### config.mk
export PLATFORM = sky130hd
export DESIGN_NAME = irq_arbiter
export DESIGN_NICKNAME = d
export VERILOG_FILES = /design/src/rtl/irq_arbiter_pkg.sv /design/src/rtl/irq_src_regs.sv /design/src/rtl/irq_prio_enc.sv /design/src/rtl/irq_arbiter.sv
export SDC_FILE = /design/constraint.sdc
export NUM_CORES = 1
export LEC_CHECK = 0
export BUFFER_PORTS_ARGS = -buffer_cell sky130_fd_sc_hd__buf_2
export CAP_MARGIN = 20
export CORE_AREA = 2 2 39 41
export DETAILED_ROUTE_END_ITERATION = 7
export DIE_AREA = 0 0 41 43
export PLACE_DENSITY_LB_ADDON = 0.05
export SLEW_MARGIN = 20
export SYNTH_ARGS = -nofsm -noshare
export SYNTH_HDL_FRONTEND = slang
export SYNTH_HIERARCHICAL = 1
export SYNTH_SLANG_ARGS = --single-unit
### constraint.sdc
create_clock -name clk_i -period 2.1 [get_ports clk_i]
set_input_delay 0.105 -clock clk_i [delete_from_list [all_inputs] [get_ports clk_i]]
set_output_delay 0.105 -clock clk_i [all_outputs]
set_load 0.1 [all_outputs]
### src/rtl/irq_arbiter_pkg.sv
package irq_arbiter_pkg;
  typedef enum logic {
    SEL_MASK = 1'b0,
    SEL_SOFT = 1'b1
  } reg_sel_e;
endpackage

### src/rtl/irq_src_regs.sv
module irq_src_regs #(
  parameter int NSRC = 5
) (
  input  logic            clk_i,
  input  logic            rst_ni,
  input  logic            we_i,
  input  logic            addr_i,
  input  logic [NSRC-1:0] wdata_i,
  output logic [NSRC-1:0] mask_o,
  output logic            soft_o
);
  import irq_arbiter_pkg::*;

  reg_sel_e sel;
  assign sel = reg_sel_e'(addr_i);

  always_ff @(posedge clk_i or negedge rst_ni) begin
    if (!rst_ni) begin
      mask_o <= '0;
      soft_o <= 1'b0;
    end else if (we_i) begin
      if (sel == SEL_MASK) mask_o <= wdata_i;
      else                 soft_o <= wdata_i[0];
    end
  end
endmodule

### src/rtl/irq_prio_enc.sv
module irq_prio_enc #(
  parameter int NSRC = 5,
  parameter int IDW  = 3
) (
  input  logic [NSRC-1:0] req_i,
  output logic            valid_o,
  output logic [IDW-1:0]  id_o
);
  logic [NSRC-1:0] win;

  // a source wins when no higher-numbered source requests
  for (genvar i = 0; i < NSRC; i++) begin : g_win
    if (i == NSRC - 1) begin : g_top
      assign win[i] = req_i[i];
    end else begin : g_low
      assign win[i] = req_i[i] & ~(|req_i[NSRC-1:i+1]);
    end
  end

  assign valid_o = |req_i;

  always_comb begin
    id_o = '0;
    for (int i = 0; i < NSRC; i++) begin
      if (win[i]) id_o = id_o | IDW'(i + 1);
    end
  end


  always_comb begin
    win_onehot_chk: assert ($onehot0(win));
  end
endmodule

### src/rtl/irq_arbiter.sv
module irq_arbiter #(
  parameter  int N_DEV = 4,
  localparam int NSRC  = N_DEV + 1,
  localparam int IDW   = $clog2(NSRC + 2)
) (
  input  logic             clk_i,
  input  logic             rst_ni,
  input  logic [N_DEV-1:0] dev_req_i,
  input  logic             we_i,
  input  logic             addr_i,
  input  logic [NSRC-1:0]  wdata_i,
  input  logic             gdis_i,
  input  logic             nmi_i,
  output logic             irq_o,
  output logic [IDW-1:0]   id_o
);
  localparam logic [IDW-1:0] NMI_ID = '1;

  logic [NSRC-1:0] mask_q;
  logic            soft_q;
  logic [NSRC-1:0] req_en;
  logic            enc_valid;
  logic [IDW-1:0]  enc_id;

  irq_src_regs #(.NSRC(NSRC)) u_regs (
    .clk_i  (clk_i),
    .rst_ni (rst_ni),
    .we_i   (we_i),
    .addr_i (addr_i),
    .wdata_i(wdata_i),
    .mask_o (mask_q),
    .soft_o (soft_q)
  );

  assign req_en = {dev_req_i, soft_q} & mask_q;

  irq_prio_enc #(.NSRC(NSRC), .IDW(IDW)) u_enc (
    .req_i  (req_en),
    .valid_o(enc_valid),
    .id_o   (enc_id)
  );

  always_ff @(posedge clk_i or negedge rst_ni) begin
    if (!rst_ni) begin
      irq_o <= 1'b0;
      id_o  <= '0;
    end else if (nmi_i) begin
      irq_o <= 1'b1;
      id_o  <= NMI_ID;
    end else if (gdis_i || !enc_valid) begin
      irq_o <= 1'b0;
      id_o  <= '0;
    end else begin
      irq_o <= 1'b1;
      id_o  <= enc_id;
    end
  end

  // one edge out of reset before past-based checks apply
  logic chk_armed;
  always_ff @(posedge clk_i or negedge rst_ni) begin
    if (!rst_ni) chk_armed <= 1'b0;
    else         chk_armed <= 1'b1;
  end


  nmi_bypass_chk: assert property (@(posedge clk_i) disable iff (!rst_ni)
    chk_armed && $past(nmi_i) |-> irq_o && id_o == NMI_ID);


  gdis_quiet_chk: assert property (@(posedge clk_i) disable iff (!rst_ni)
    chk_armed && $past(gdis_i && !nmi_i) |-> !irq_o && id_o == '0);


  zero_mask_chk: assert property (@(posedge clk_i) disable iff (!rst_ni)
    chk_armed && $past(mask_q == '0 && !nmi_i) |-> !irq_o);


  idle_id_chk: assert property (@(posedge clk_i) disable iff (!rst_ni)
    !irq_o |-> id_o == '0);
endmodule

# Word-level counts from Yosys, hierarchy flattened
# Index checks and enable logic that the tools add are counted.
[word_totals]
register_bits = 10
elab_cells = 31
input_bits = 15
output_inout_bits = 4
[classes]
reduce_logical = 8
n_bitwise = 10
n_mux = 9
[op_table]
columns = ["op", "n"]
rows = [
  ["2-to-1 mux 3 bit", 4],
  ["AND 5 bit", 1],
  ["inverter 1 bit", 5],
  ["OR reduction 5 bit", 1],
  ["AND 1 bit", 4],
  ["2-to-1 mux 2 bit", 2],
  ["AND reduction 2 bit", 2],
  ["OR reduction 4 bit", 1],
  ["2-to-1 mux 1 bit", 3],
  ["OR reduction 3 bit", 1],
  ["OR reduction 2 bit", 1],
  ["logical NOT 1 bit", 1],
  ["logical OR 1 bit", 1],
]

# Depth between registers and ports, before layout
# Gate-level depths: netlist of the first run.
[logic_depth]
ltp_word = 11
mapped_depth = 5
mapped_depth_nobuf = 5

# Modules after synthesis
# The synthesis of the first run kept the hierarchy.
[modules_own_cells]
columns = ["module", "cells_per_inst", "instances", "area_each_um2"]
rows = [
  ["irq_src_regs", 14, 1, 235.2],
  ["irq_arbiter", 14, 1, 177.7],
  ["irq_prio_enc", 7, 1, 45.0],
]

# Worst setup path after synthesis of the first run
# Ideal clock, no wire load.
[synth_timing]
path_type = "register -> register"
start = "register u_regs.mask_o[4]"
end = "register irq_o"
slack_ps = 534
synth_period_minus_slack_ps = 1566
stages_incl_launch_ff = 6
n_path_buf = 0
t_arrival_ps = 1442
path_cell_list = "dfrtp_1 and2_1 or2_4 or4_1 nor2b_4 or2_1"
[synth_via]
elab_chain_cells = 6
[synth_lines]
columns = ["element", "line", "text"]
rows = [
  ["from (decl)", "irq_src_regs.sv:9", "output logic [NSRC-1:0] mask_o,"],
  ["from (signal assigned)", "irq_src_regs.sv:22", "if (sel == SEL_MASK) mask_o <= wdata_i;"],
  ["AND 5 bit", "irq_arbiter.sv:35", "assign req_en = {dev_req_i, soft_q} & mask_q;"],
  ["named net req_en[4]", "irq_arbiter.sv:21", "logic [NSRC-1:0] req_en;"],
  ["OR reduction 5 bit", "irq_prio_enc.sv:20", "assign valid_o = |req_i;"],
  ["named net enc_valid", "irq_arbiter.sv:22", "logic enc_valid;"],
  ["logical NOT 1 bit", "irq_arbiter.sv:50", "end else if (gdis_i || !enc_valid) begin"],
  ["logical OR 1 bit", "irq_arbiter.sv:50", ""],
  ["2-to-1 mux 1 bit", "irq_arbiter.sv:50", ""],
  ["2-to-1 mux 1 bit", "irq_arbiter.sv:47", "end else if (nmi_i) begin"],
  ["to (signal assigned)", "irq_arbiter.sv:48", "irq_o <= 1'b1;"],
  ["to (signal assigned)", "irq_arbiter.sv:51", "irq_o <= 1'b0;"],
  ["to (signal assigned)", "irq_arbiter.sv:54", "irq_o <= 1'b1;"],
  ["to (decl)", "irq_arbiter.sv:14", "output logic irq_o,"],
]
# The timed path passes the listed nets, and every way through them passes these cells.
# A chain may end at the register's enable or synchronous reset.

# Worst setup path after layout of the first run
# Same ends and word-level chain as after synthesis.

==> results of run 1 <==
==> Yosys cell counts <==
library cell / instances / share of area [%]
dfrtp_1: 10 / 55
mux2_2: 6 / 15
and2_1: 5 / 6.8
a21o_2: 3 / 5.7
nor2_1: 2 / 1.6
nor2b_4: 2 / 6.0
a211o_2: 1 / 2.2
inv_1: 1 / 0.82
nand2_1: 1 / 0.82
nor3b_1: 1 / 1.6
or2_1: 1 / 1.4
or2_4: 1 / 1.9
or4_1: 1 / 1.6
==> power by group through the flow <==
stage | Combinational (mW) | Clock [mW] | Sequential (mW)
final | 0.149 | 0.126 | 0.225
after global routing | 0.161 | 0.143 | 0.229
after CTS | 0.151 | 0.133 | 0.226
after detailed placement | 0.150 | 0 | 0.229
after global placement | 0.146 | 0 | 0.228
after floorplan | 0.0586 | 0 | 0.283
==> cell families after synthesis <==
kind of cell / Yosys count
AND/OR/NAND/NOR: 14
multiplexers: 6
AO/OA/AOI/OAI: 4
buffers and inverters: 1
flip-flops: 10
==> metal layers <==
layer | vias to the layer above | track usage, %
li1 | 163 | -
met1 | 162 | 12.8
met2 | 10 | 20.9
met3 | 0 | 3.14
met4 | 0 | 8.00
met5 | - | 0
==> per-stage QoR <==
step | setup slack, ns | utilization [%] | hold WS (ns)
3_3_place_gp | 0.483 | 41.0 | -0.0269
5_1_grt | 0.371 | 43.4 | 0.0726
3_5_place_dp | 0.448 | 41.0 | -0.0192
4_1_cts | 0.432 | 43.4 | 0.0636
6_report | 0.451 | 43.4 | 0.0714
2_1_floorplan | 0.534 | - | -0.191
==> sequential cells by signal, indices dropped and copies added, names as in the netlist <==
signal         flops
id_o               3
irq_o              1
u_regs/mask_o      5
u_regs/soft_o      1
==> path summary, 6_finish.rpt <==
path | startpoint | endpoint | cells past startpoint
setup reg to reg | u_regs/mask_o[4]$_DFFE_PN0P_ | irq_o$_DFF_PN0_ | 5
min in group asynchronous | rst_ni | u_regs/soft_o$_DFFE_PN0P_ | 2
max in group asynchronous | rst_ni | u_regs/mask_o[2]$_DFFE_PN0P_ | 2
hold reg to reg | u_regs/soft_o$_DFFE_PN0P_ | u_regs/soft_o$_DFFE_PN0P_ | 1
setup / recovery | u_regs/mask_o[4]$_DFFE_PN0P_ | irq_o$_DFF_PN0_ | 5
hold / removal | nmi_i | id_o[1]$_DFF_PN0_ | 2
==> worst max-delay path, stage by stage (launching register included) <==
cell     delay [ns]
dfrtp_1        0.38
and2_1         0.15
or2_4          0.25
or4_1          0.40
nor2b_4        0.15
or2_1          0.21
==> what timing repair did <==
item	4_1_cts	5_1_grt
hold buffers	1	0
resized for setup	0	0
endpoints found under the hold margin	10	0
==> final cells by class <==
cell class	count	area [µm²]	area share, %
Multi-Input combinational cell	24	204	34.0
Sequential cell	10	250	41.7
Clock buffer	3	22.5	3.75
Tap cell	16	20.0	3.33
Timing Repair Buffer	19	100	16.7
Inverter	1	3.75	0.625
==> results.md, run 1 <==
* Clock share of power at 25.2%
* Drt pass-1 iters at 1
* Synth Warn # at 6
* CTS Buf Count at 3
* # DRC at 0
* Final WL at 818 µm
* Max FO, Critical Path at 4
* Final instance area at 601 µm²
* Layout Area Growth over Synthesis at 31.1%
* Non-Filler Instances at 73
* Synth Register Bits at 10
* Placed cells at 69
* DR WL met3 at 55 µm
* Status: completed
* Min cycle time layout at 1.65 ns
* Synth Area in XOR/XNOR at 0%
* Tcrit/Tclk final at 78.5%
* I/O pin count at 19
* Slew @ Worst Pin at 0.485 ns
* Synth Area in Adders at 0%
* Psw at 0.160 mW
* Highest routing layer actually used: met3
* Gpl congestion at 0.641
* Mapped Cells at 35
* Placed Instance Area at 568 µm²
* FF-to-FF setup slack at 0.45 ns
* Worst VDD drop at 0.000333 V
* Wirelength per Cell at 11.2 µm
* Largest net degree at the start of global routing at 11
* Clk Latency, worst-skew pair at 0.26 ns
* Internal power at 0.340 mW
* Vias in the first global route at 375
* Gr usage total at 12.5%
* Netlist Area Pre-Place at 458 µm²
* Initial antenna violation count at 0
* Compound-Gate Fraction of Synth Area at 7.92%
* Worst EP required at 2.24 ns
* Max_cap viols at 0
* Starting Density at 33.1%
* Share of layout cells above drive strength 1 at 59.6%
* Multiplexer share of the synthesized area at 14.8%
* Diodes inserted at 0
* Unrepaired setup endpoints after global routing: false
* Final number of hold-violating endpoints at 0
* WS Path Type: reg2reg
* Final Max Slew Viols at 0
* Num rows at 14
* CP arrival at 1.79 ns
* Vias per inst at 4.59
* Setup bufs post-CTS at 0
* Die height at 43 µm
* Unique masters post-synth at 13
* First-pass GRT wire length at 1440 µm
* Setup-failing EPs final at 0
* Sequential power share at 45.0%
* Final #Nets at 74
* Largest family of logic cells by synthesized area: simple AND/OR/NAND/NOR gates
* Die width at 41 µm
* Most frequent cells in the layout: buf_2 (18), dfrtp_1 (10), mux2_2 (6)
* Longest Clk Path Bufs at 2
* Post-Synth Simple-Gate Area at 21.9%
* Clock slew at reported path FFs at 0.06 ns
* CP endpoint kind: flip-flop
* Crit start category: flip-flop
* Avg Cell Area, Syn at 13.1 µm²
* Logic pwr share at 29.8%
* Final setup TNS at 0 ns
* Fillcell total at 152
* # H-tree levels at 1
* Core ar. at 1380 µm²
* Sequential fraction of the synthesis area at 54.6%
* Die area at 1760 µm²
* Power consumption at 0.500 mW
* Post-DRT Antenna Nets at 0
* M1 WL at 297 µm
* Setup Skew at 0.00224 ns
* Slew HR at 67.9%
* Most common cell after layout, fill and taps aside: buf_2
* Clock sink count at 10
* Sw Share at 32.0%
* Initial DRC count at 0
* Max Freq at 607 MHz
* Root buffer cell: clkbuf_4
* Leak at 0.297 nW
* Hold crit path type: in2reg
* Syn nets at 50
* Vias at 335
* CTS tree: done
* I/O Buffers at 18
* Global route overflow at 0
* WL met2 at 465 µm
* Power Density at 833 nW/µm²
(Power assumes the default switching activity.)
==> run 2, diff against run 1 <==
Settings changed: ABC_AREA from default to 1.
Clock period 2.1 ns to 1.5 ns, I/O delays scaled along.
==> run 2 against run 1 <==
Against the previous run:
- critical path depth up 1
- utilization is 2.3 points higher
- design area grew 5.2%
- clock-buffer cell count increased by 1
- final cell count increased by 40%
- clock skew grew 0.0014 ns
- worst hold slack got worse by 0.030 ns
- wire length up 10%
- sequential power up 38%
- highest routed layer is now met4
==> results.md, run 2 <==
* Status: completed
* Synth Area in XOR/XNOR at 0%
* CP arrival at 1.24 ns
* Final WL at 900 µm
* Synth Warn # at 6
* Non-Filler Instances at 102
* Max FO, Critical Path at 4
* Most flop-heavy register: u_regs/mask_o
* Die width at 41 µm
* Vias in the first global route at 397
* Setup-failing EPs final at 0
* # DRC at 0
* Max reg flops at 5
* WS Path Type: reg2reg
* Max incr delay on CP at 0.38 ns
* Hold Path Cell Cnt at 3
* Multiplexer share of the synthesized area at 0%
* R2R depth at 6
* Longest Clk Path Bufs at 2
* Worst VDD drop at 0.000391 V
* Vias at 426
* First-pass GRT wire length at 1670 µm
* Area share of the largest cell type after synthesis at 51.4%
* Most frequent cells in the layout: nand2_1 (26), buf_2 (18), nand3_1 (11)
* Unrepaired setup endpoints after global routing: false
* Share of layout cells above drive strength 1 at 32.6%
* Kind of cell adding the most delay to the critical path: simple AND/OR/NAND/NOR gates
* Leak at 0.391 nW
* Critical-path top delay cell: dfrtp_1
* Core ar. at 1380 µm²
* Slew @ Worst Pin at 0.484 ns
* Top Registers: u_regs/mask_o x5, id_o x3
* Setup Skew at 0.00361 ns
* Largest net degree at the start of global routing at 11
* Layout Area Growth over Synthesis at 29.8%
* Hold crit path type: in2reg
* Post-Synth Simple-Gate Area at 37.0%
* Die height at 43 µm
* Syn nets at 79
* Ys flop type: dfrtp_1
* Drt pass-1 iters at 4
* Tcrit/Tclk final at 72.5%
* Final setup TNS at 0 ns
* CTS Buf Count at 3
* CP endpoint kind: flip-flop
* Synth area leader: dfrtp_1
* Starting Density at 35.2%
* Post-CTS Resized at 0
* Min cycle time layout at 1.09 ns
* Netlist Area Pre-Place at 487 µm²
* EDFF count, synth at 0
* Global route overflow at 0
* Final Max Slew Viols at 0
* HP Start: wdata_i[2]
* Clock sink count at 10
* Most frequent cell after synthesis: nand2_1
* Worst path bufs/invs at 1
* Slew HR at 67.9%
* Initial antenna violation count at 0
* Synth top area cells: dfrtp_1 (51%), nand2_1 (20%), nand3_1 (11%)
* Max Freq at 919 MHz
* DP HPWL at 688 µm
* Fillcell total at 154
* Reg2reg end: id_o[2]$_DFF_PN0_
* Crit start category: flip-flop
* Compound-Gate Fraction of Synth Area at 0%
* Clock slew at reported path FFs at 0.07 ns
* Worst EP required at 1.65 ns
* I/O pin count at 19
* Final number of hold-violating endpoints at 0
* Diodes inserted at 0
* Wirelength per Cell at 8.82 µm
* Largest family of logic cells by synthesized area: simple AND/OR/NAND/NOR gates
* Mapped Cells at 64
* Synth Register Bits at 10
* # H-tree levels at 1
* Unique masters post-synth at 9
* Synth Area in Adders at 0%
* Max_cap viols at 0
* Sequential fraction of the synthesis area at 51.4%
* Most common cell after layout, fill and taps aside: nand2_1
* Die area at 1760 µm²
* Post-DRT Antenna Nets at 0
* Avg Cell Area, Syn at 7.60 µm²
* Gpl congestion at 0.650
* Num rows at 14
* Vias per inst at 4.18
* I/O Buffers at 18
* Gr usage total at 14.5%
* FF-to-FF setup slack at 0.41 ns
* CTS tree: done
* Initial DRC count at 5
* Final #Nets at 102
* Power Density at 1170 nW/µm²
* Synth cell count leaders: nand2_1 (26), nand3_1 (11), dfrtp_1 (10), inv_1 (9), inv_2 (3)
* Placed cells at 97
* RR Startpoint: u_regs/mask_o[2]$_DFFE_PN0P_
* Root buffer cell: clkbuf_4
* Synth async-reset ratio at 100%
* Clk Latency, worst-skew pair at 0.26 ns
* Hold slack at 0.0414 ns
* WHS Endpoint: u_regs/mask_o[2]$_DFFE_PN0P_
* Worst-path cell chain: nand2_1 > inv_1 > nor2_1 > nand3_1 > nand3_1 > nand2_1
## run 2: changes by cell type in the layout (fill, tap and decap cells not counted), moves of 2 or more
cell     change
nand2_1     +25
and2_1       -5
inv_1        +8
nor2b_4      -2
a21o_2       -3
inv_2        +3
nand3_1     +11
nor2_2       +2
mux2_2       -6
## run 2: what timing repair did
item | 4_1_cts | 5_1_grt
buffers inserted | 0 | 0
hold buffers | 1 | 0
setup endpoints to repair | 0 | 0
endpoints found under the hold margin | 10 | 0
## run 2: final cells by class
| type | instances | area [µm²] | area share, % |
|---|---|---|---|
| clock buffer | 4 | 36.3 | 5.74 |
| timing repair buffer | 19 | 100 | 15.8 |
| multi-input combinational | 41 | 180 | 28.5 |
| inverter | 12 | 45.0 | 7.13 |
| sequential | 10 | 250 | 39.6 |
| tap | 16 | 20.0 | 3.17 |
## run 2: report_power, final
part           switching, mW  internal, mW  total, mW
Combinational          0.139        0.0509      0.190
Clock                 0.0938         0.147      0.241
Sequential            0.0118         0.299      0.311
## run 2: how the worst max path moves through the flow
stage,cells after the start,slack (ns),endpoint,startpoint
after floorplan,6,0.51,id_o[0]$_DFF_PN0_,u_regs/mask_o[2]$_DFFE_PN0P_
after global placement,6,0.43,id_o[0]$_DFF_PN0_,u_regs/mask_o[2]$_DFFE_PN0P_
after detailed placement,6,0.43,id_o[2]$_DFF_PN0_,u_regs/mask_o[2]$_DFFE_PN0P_
after CTS,6,0.40,id_o[0]$_DFF_PN0_,u_regs/mask_o[2]$_DFFE_PN0P_
after global routing,6,0.27,id_o[2]$_DFF_PN0_,u_regs/mask_o[2]$_DFFE_PN0P_
final,6,0.41,id_o[2]$_DFF_PN0_,u_regs/mask_o[2]$_DFFE_PN0P_
## run 2: per-layer routing
metal	up-vias	wire (µm)	GRT usage (%)
met5	-	0	0
met4	0	17	10.0
met3	2	71	4.71
met2	15	381	18.4
met1	173	430	19.9
li1	236	-	-
## run 2: cells by family (layout without fill, tap and decap cells)
| kind of cell | after synthesis | in the layout |
|---|---|---|
| AND/OR/NAND/NOR | 41 | 41 |
| buffers and inverters | 13 | 35 |
| flip-flops | 10 | 10 |
## run 2: per-stage QoR
step           cell area, µm²  util [%]  worst slack (ns)  power (mW)
6_report                  632      45.7             0.412       0.742
5_1_grt                   632      45.7             0.271       0.804
4_1_cts                   632      45.7             0.399       0.754
3_5_place_dp              586      42.3             0.434       0.506
3_3_place_gp              586      42.3             0.431       0.506
2_1_floorplan             487         -             0.512       0.461
## run 2: worst reg2reg max path, delay by kind of cell, from the launching register on
kind | cells | cell delay [ns]
simple gates | 5 | 0.56
buf+inv | 1 | 0.05
flops | 1 | 0.38
==> run 3, diff against run 2 <==
Settings changed: ABC_AREA 1 to 0.
Clock period 1.5 ns to 1 ns, I/O delays scaled along.
==> run 3 against run 2 <==
Against the previous run:
- combinational power increased by 110%
- global-route usage decreased by 0.87 points
- non-clock buffer count increased by 4
- critical path depth decreased by 1
- sequential cell count unchanged
- via count decreased by 19%
- first-iteration DRC count decreased by 60%
- design area increased by 11%
- clock-buffer cell count decreased by 1
- clock power increased by 9.5%
- clock skew decreased by 0.0013 ns
- register-to-register slack got worse by 1.0 ns
- the flow now finishes with violations (setup timing)
- critical path type unchanged
==> results.md, run 3 (same netlist as run 1, synthesis figures left out) <==
* Worst-path cell chain: and2_4 > or2_4 > or4_4 > nor2b_4 > or2_1
* Final instance area at 699 µm²
* Placed Instance Area at 661 µm²
* Slew @ Worst Pin at 0.237 ns
* Die height at 43 µm
* Layout Utilization at 50.5%
* Setup WS post-layout at -0.614 ns
* Failing checks: setup timing
* Die area at 1760 µm²
* Clock slew at reported path FFs at 0.06 ns
* Sw Share at 31.0%
* WS Path Type: reg2reg
* Core ar. at 1380 µm²
* Max FO, Critical Path at 4
* Post-DRT Antenna Nets at 0
* Clock sink count at 10
* Slew HR at 84.2%
* Critical-path top delay cell: or4_4
* Worst VDD drop at 0.000756 V
* # DRC at 0
* CTS tree: done
* Crit start category: flip-flop
* Most common cell after layout, fill and taps aside: buf_2
* Tcrit/Tclk final at 161%
* Placed cells at 73
* Clock share of power at 22.8%
* Worst path bufs/invs at 0
* Root buffer cell: clkbuf_4
* Setup bufs post-CTS at 0
* CP endpoint kind: flip-flop
* Wirelength per Cell at 12.2 µm
* Num rows at 14
* CP Depth at 5
* Final #Nets at 78
* Final number of hold-violating endpoints at 0
* Max Freq at 620 MHz
* # H-tree levels at 1
* FF-to-FF setup slack at -0.61 ns
* Non-Filler Instances at 77
* Power Density at 1660 nW/µm²
* CTS Buf Count at 3
* Setup Skew at 0.00233 ns
* I/O Buffers at 18
* Longest Clk Path Bufs at 2
* Kind of cell adding the most delay to the critical path: simple AND/OR/NAND/NOR gates
* Top Registers: u_regs/mask_o x5, id_o x3
* Final setup TNS at -2.42 ns
* Unrepaired setup endpoints after global routing: true
* Max reg flops at 5
* Power consumption at 1.16 mW
* Min cycle time layout at 1.61 ns
* Initial DRC count at 2
* Final WL at 936 µm
* First-pass GRT wire length at 1570 µm
* Share of layout cells above drive strength 1 at 67.2%
* Setup-failing EPs final at 4
* Global route overflow at 0
* Vias in the first global route at 399
* Worst Setup EP: irq_o$_DFF_PN0_
* Diodes inserted at 0
* Status: finished, violations left
* Psw at 0.359 mW
* Initial antenna violation count at 0
* Layout Area Growth over Synthesis at 52.7%
* Most flop-heavy register: u_regs/mask_o
* Gr usage total at 13.6%
* Hold slack at 0.0250 ns
* Reg2reg end: irq_o$_DFF_PN0_
* Clk Latency, worst-skew pair at 0.26 ns
* CP arrival at 1.76 ns
* CP startpoint: u_regs/mask_o[4]$_DFFE_PN0P_
* Place WS at -0.627 ns
* Most frequent cells in the layout: buf_2 (14), dfrtp_1 (10), mux2_2 (6)
* Die width at 41 µm
* I/O pin count at 19
* Internal power at 0.799 mW
* Leak at 0.347 nW
* Logic pwr share at 35.3%
* Max incr delay on CP at 0.41 ns
* Hold Path Cell Cnt at 2
* Fillcell total at 131
* Largest net degree at the start of global routing at 11
* R2R depth at 5
* Gpl congestion at 0.704
* Hold crit path type: in2reg
* Max_cap viols at 0
* Vias at 347
* Worst EP required at 1.14 ns
* Vias per inst at 4.51
* Final Max Slew Viols at 0
* RR Startpoint: u_regs/mask_o[4]$_DFFE_PN0P_
* Drt pass-1 iters at 2
* Starting Density at 33.1%
* Sequential power share at 42.0%
==> run 3: cell count changes in the layout (fill, tap and decap cells not counted), sizes merged <==
cell,delta
nand3,-11
or4,+1
nor2,-1
clkbuf,-1
buf,+4
inv,-11
a211o,+1
or2,+2
nor2b,+2
and2,+5
a21o,+3
mux2,+6
nand2,-26
nor3b,+1
==> run 3: cell type report <==
cell class / count / area [µm²] / share of cell area (%)
clock buffer: 3 / 22.5 / 3.22
inverter: 1 / 3.75 / 0.537
multi-input combinational: 24 / 213 / 30.4
sequential: 10 / 250 / 35.8
tap: 16 / 20.0 / 2.86
timing repair buffer: 23 / 190 / 27.2
==> run 3: routing by layer <==
metal  GRT usage (%)  vias up  part of all wire, %
li1                -      171                    -
met1            13.1      166                   35
met2            24.1       10                   60
met3            4.71        0                  5.4
met4            6.00        0                    0
met5               0        -                    0
==> run 3: what timing repair did <==
action | CTS | global route
gates cloned | 0 | 0
endpoints found under the hold margin | 10 | 0
resized for setup | 2 | 0
setup endpoints to repair | 4 | 4
pin swaps | 0 | 1
hold buffers | 1 | 0
==> run 3: worst min-delay path by stage <==
stage                                         to        from  slack [ns]
global placement               id_o[2]$_DFF_PN0_      rst_ni       -0.08
CTS                            id_o[1]$_DFF_PN0_       nmi_i        0.02
floorplan                      id_o[0]$_DFF_PN0_      rst_ni       -0.25
global route        u_regs/mask_o[1]$_DFFE_PN0P_  wdata_i[1]        0.02
detailed placement               irq_o$_DFF_PN0_      rst_ni       -0.08
finish                         id_o[1]$_DFF_PN0_       nmi_i        0.02
==> run 3: power groups by stage <==
stage,sequential [mW],combinational (mW),clock (mW)
floorplan,0.595,0.126,0
global placement,0.491,0.387,0
detailed placement,0.493,0.398,0
CTS,0.487,0.412,0.274
global route,0.491,0.434,0.310
finish,0.486,0.408,0.264
